File: src/rtl/mcnt_pkg.sv
package mcnt_pkg;
  typedef enum logic {
    SEQ_BINARY = 1'b0,
    SEQ_GRAY   = 1'b1
  } seq_mode_e;
endpackage

File: src/rtl/mcnt_bin_step.sv
module mcnt_bin_step #(
  parameter int WIDTH = 3
) (
  input  logic [WIDTH-1:0] cur_code,
  output logic [WIDTH-1:0] nxt_code
);
  // Natural binary successor; overflow drops out of the sum and wraps to zero.
  always_comb begin
    nxt_code = cur_code + {{(WIDTH-1){1'b0}}, 1'b1};
  end
endmodule

File: src/rtl/mcnt_gray_step.sv
module mcnt_gray_step #(
  parameter int WIDTH = 3
) (
  input  logic [WIDTH-1:0] cur_code,
  output logic [WIDTH-1:0] nxt_code
);
  logic [WIDTH-1:0] rank;
  logic [WIDTH-1:0] rank_inc;

  // Recover the position of the code in the reflected sequence.
  assign rank[WIDTH-1] = cur_code[WIDTH-1];
  generate
    for (genvar i = WIDTH - 2; i >= 0; i--) begin : g_rank
      assign rank[i] = rank[i+1] ^ cur_code[i];
    end
  endgenerate

  // Step the position, then re-express it as a reflected code.
  always_comb begin
    rank_inc = rank + {{(WIDTH-1){1'b0}}, 1'b1};
    nxt_code = rank_inc ^ (rank_inc >> 1);
  end
endmodule

File: src/rtl/mcnt_step_sel.sv
module mcnt_step_sel
  import mcnt_pkg::*;
#(
  parameter int WIDTH = 3
) (
  input  logic [WIDTH-1:0] cur_code,
  input  logic             mode_gray,
  output logic [WIDTH-1:0] nxt_code
);
  logic [WIDTH-1:0] bin_nxt;
  logic [WIDTH-1:0] gray_nxt;
  seq_mode_e        sel;

  mcnt_bin_step #(.WIDTH(WIDTH)) bin_i (
    .cur_code (cur_code),
    .nxt_code (bin_nxt)
  );

  mcnt_gray_step #(.WIDTH(WIDTH)) gray_i (
    .cur_code (cur_code),
    .nxt_code (gray_nxt)
  );

  assign sel = seq_mode_e'(mode_gray);

  always_comb begin
    case (sel)
      SEQ_BINARY: nxt_code = bin_nxt;
      SEQ_GRAY:   nxt_code = gray_nxt;
      default:    nxt_code = bin_nxt;
    endcase
  end
endmodule

File: src/rtl/modal_counter.sv
module modal_counter #(
  parameter int WIDTH = 3
) (
  input  logic             clk,
  input  logic             rst,
  input  logic             mode_gray,
  output logic [WIDTH-1:0] count
);
  logic [WIDTH-1:0] state_q;
  logic [WIDTH-1:0] state_d;

  mcnt_step_sel #(.WIDTH(WIDTH)) step_i (
    .cur_code  (state_q),
    .mode_gray (mode_gray),
    .nxt_code  (state_d)
  );

  // Reset wins over the step taken in the same cycle.
  always_ff @(posedge clk) begin
    if (rst) state_q <= '0;
    else     state_q <= state_d;
  end

  assign count = state_q;
endmodule

File: config.mk
export PLATFORM = sky130hd
export DESIGN_NAME = modal_counter
export DESIGN_NICKNAME = d
export VERILOG_FILES = /design/src/rtl/mcnt_pkg.sv /design/src/rtl/mcnt_bin_step.sv /design/src/rtl/mcnt_gray_step.sv /design/src/rtl/mcnt_step_sel.sv /design/src/rtl/modal_counter.sv
export SDC_FILE = /design/constraint.sdc
export NUM_CORES = 1
export LEC_CHECK = 0
export BUFFER_PORTS_ARGS = -buffer_cell sky130_fd_sc_hd__buf_2
export CAP_MARGIN = 20
export CORE_AREA = 2 2 39 41
export CTS_BUF_LIST = sky130_fd_sc_hd__clkbuf_4 sky130_fd_sc_hd__clkbuf_8
export CTS_CLUSTER_DIAMETER = 40
export CTS_CLUSTER_SIZE = 20
export DETAILED_ROUTE_END_ITERATION = 10
export DIE_AREA = 0 0 41 43
export GPL_ROUTABILITY_DRIVEN = 0
export MAX_ROUTING_LAYER = met4
export PLACE_DENSITY_LB_ADDON = 0.1
export SYNTH_ARGS = -nofsm -noshare
export SYNTH_HDL_FRONTEND = slang
export SYNTH_SLANG_ARGS = --single-unit
File: constraint.sdc
create_clock -name clk -period 0.9 [get_ports clk]
set_input_delay 0.045 -clock clk [delete_from_list [all_inputs] [get_ports clk]]
set_output_delay 0.045 -clock clk [all_outputs]
set_load 0.005 [all_outputs]
==> impl_metrics.toml <==
[detailed_routing]
postRouteAntennaNets = 0
viasPerCell = 3.61
first_pass_iters = 1
drc = 0
routed_wl_um = 372
wl_per_cell_um = 8.09
drtIter0Drc = 0
vias = 166

[global_routing]
grt_util_met1_pct = 5.79
grt_pass1_wl_um = 627
antenna_found_initial = 0
grt-busiest-layer = "met2"
first_global_vias = 171
grt.total_usage_pct = 5.86
grtUsageMet2_pct = 8.44
use_met3_pct = 1.57
overflow = 0
grt_max_degree = 7

[placement]
place_area_um2 = 253
place_ws_ns = -0.0366
port-buffer-count = 5
hpwl_um = 306

[worst_setup_path]
cp.arrival_ns = 1.10
crit_required_ns = 1.06
cp_top_family = "flip-flops"
cp-end-kind = "flop"
worstSetupPathType = "reg -> reg"
critPathMaxStageDelay_ns = 0.36
cp_slowest_cell = "dfxtp_4"
rrSetupSlack_ns = -0.04
crit_chain = "ha_4, nand2b_4, o22a_1, a21oi_2"
start_kind = "flop"
crit_path_max_fanout = 3
worstRegToRegCells = 4
crit_buf_inv = 0

[cells_and_area]
area_growth_pct = 78.0
nets = 35
final_cell_area_um2 = 294
finish.utilization_pct = 21.2
drive_above_1_share_pct = 66.7
n_antenna_cell = 0

[sta]
worst_slack_ns = -0.0358
timing.slew.headroom_pct = 86.3
fin_skew_ns = 0.00164
rsz0062_at_grt = "true"
setup_viol = 1
timing.final.crit_share_pct = 104
fin_setup_tns_ns = -0.0358
hold_viol = 0
fmaxAchievable_mhz = 1070
slew_violations = 0
fin_crit_ns = 0.936
worst_pin_slew_ns = 0.206

[outcome]
status = "finished with violations"
violations = "setup timing"

[power_and_ir_drop]
p_leak_nw = 0.120
p_per_area_nw_per_um2 = 1830
ir_drop_uv = 522

[yosys]
syn_area_per_cell_um2 = 9.18
synth_cells = 18
synth_nets = 22
synth_cell_types = 14
synthesis.area_um2 = 165
yosysWarnings = 0
ys_seq_elements = 3
yosysSeqAreaShare_pct = 36.4

[clocking]
ctsLongestPathBuffers = 2
cts_buffers = 3
cts_tree = "done"
clk_latency_ns = 0.23
cts.sinks = 3
cts-htree-levels = 1
cts_root_buf = "clkbuf_4"
cts.clk_slew.worst_paths_ns = 0.03

[flow_run]
drv_cap = 0

[floorplan]
initial_core_util_pct = 11.9
fp.dieH_um = 43
std_cell_rows = 14
dieArea_um2 = 1760
io_pins = 6
core-area_um2 = 1380
die_w_um = 41

[hold_path]
min_path_type = "in -> reg"
min_from = "rst"
hold_path_depth = 2
==> Yosys cell counts <==
master,instances,area share (%)
nor2_1,2,4.5
nand2_1,1,2.3
nand2b_1,1,3.8
o22a_1,1,5.3
dfxtp_1,3,36
a21oi_1,2,6.1
a21oi_2,1,5.3
nand2b_4,1,8.3
o211ai_1,1,4.5
ha_1,1,7.6
xnor2_1,1,5.3
nand3_1,1,3.0
inv_1,1,2.3
nand2b_2,1,5.3
==> cell type report <==
type                       instances  area (um2)
fill                             157        1090
timing repair buffer               8        47.5
clock buffer                       4        30.0
inverter                           1        3.75
sequential                         3        67.6
tap                               16        20.0
multi-input combinational         14         125
==> worst max path at each step <==
stage | depth (start not counted) | endpoint
3_3_place_gp | 4 | flop
4_1_cts | 4 | flop
6_report | 4 | flop
2_1_floorplan | 4 | flop
3_5_place_dp | 4 | flop
5_1_grt | 4 | flop
==> metrics by stage <==
stage                     hold WS [ns]  instances  power (mW)
after global placement           0.249         42       0.277
after floorplan                  0.104         18       0.223
after CTS                       0.0136         46       0.542
after detailed placement         0.256         42       0.273
final                           0.0200         46       0.537
after global routing            0.0161         46       0.577
==> logic make-up (layout without fill, tap and decap cells) <==
family	count (synthesis)	after routing	synth area share (%)
AND/OR/NAND/NOR	7	7	27.3
adder cells (fa/ha/maj)	1	1	7.57
buffers and inverters	1	13	2.27
AO/OA/AOI/OAI	5	5	21.2
flip-flops	3	3	36.4
XOR/XNOR	1	1	5.30
==> per-layer routing <==
metal  part of all wire (%)  vias up
li1                       -       86
met1                     35       77
met2                     57        3
met3                    7.5        0
met4                      0        0
met5                      0        -
==> layout by cell type (no fill, tap or decap) <==
master	Yosys	layout
buf_2	0	5
o22a_1	1	1
nand2b_4	1	1
xnor2_2	0	1
nand3_1	1	1
a21oi_1	2	1
nand2_1	1	1
ha_4	0	1
nand2b_1	1	1
dfxtp_4	0	2
nor2_1	2	2
clkbuf_4	0	4
inv_1	1	1
o211ai_1	1	1
buf_4	0	3
a21oi_2	1	2
nand2b_2	1	1
dfxtp_1	3	1
==> power by group <==
group	leakage, nW	internal (mW)	switching, mW
Combinational	0.0756	0.0697	0.0455
Clock	0.0184	0.195	0.0606
Sequential	0.0260	0.148	0.0178
Total	0.120	0.413	0.124
==> what timing repair did <==
| action | in CTS | in global routing |
|---|---|---|
| setup buffers | 0 | 0 |
| pin swaps | 0 | 2 |
| gates resized for setup | 0 | 2 |
| setup endpoints to repair | 1 | 3 |
| hold buffers | 0 | 0 |
Note: power is estimated with default switching activity, not from simulation.
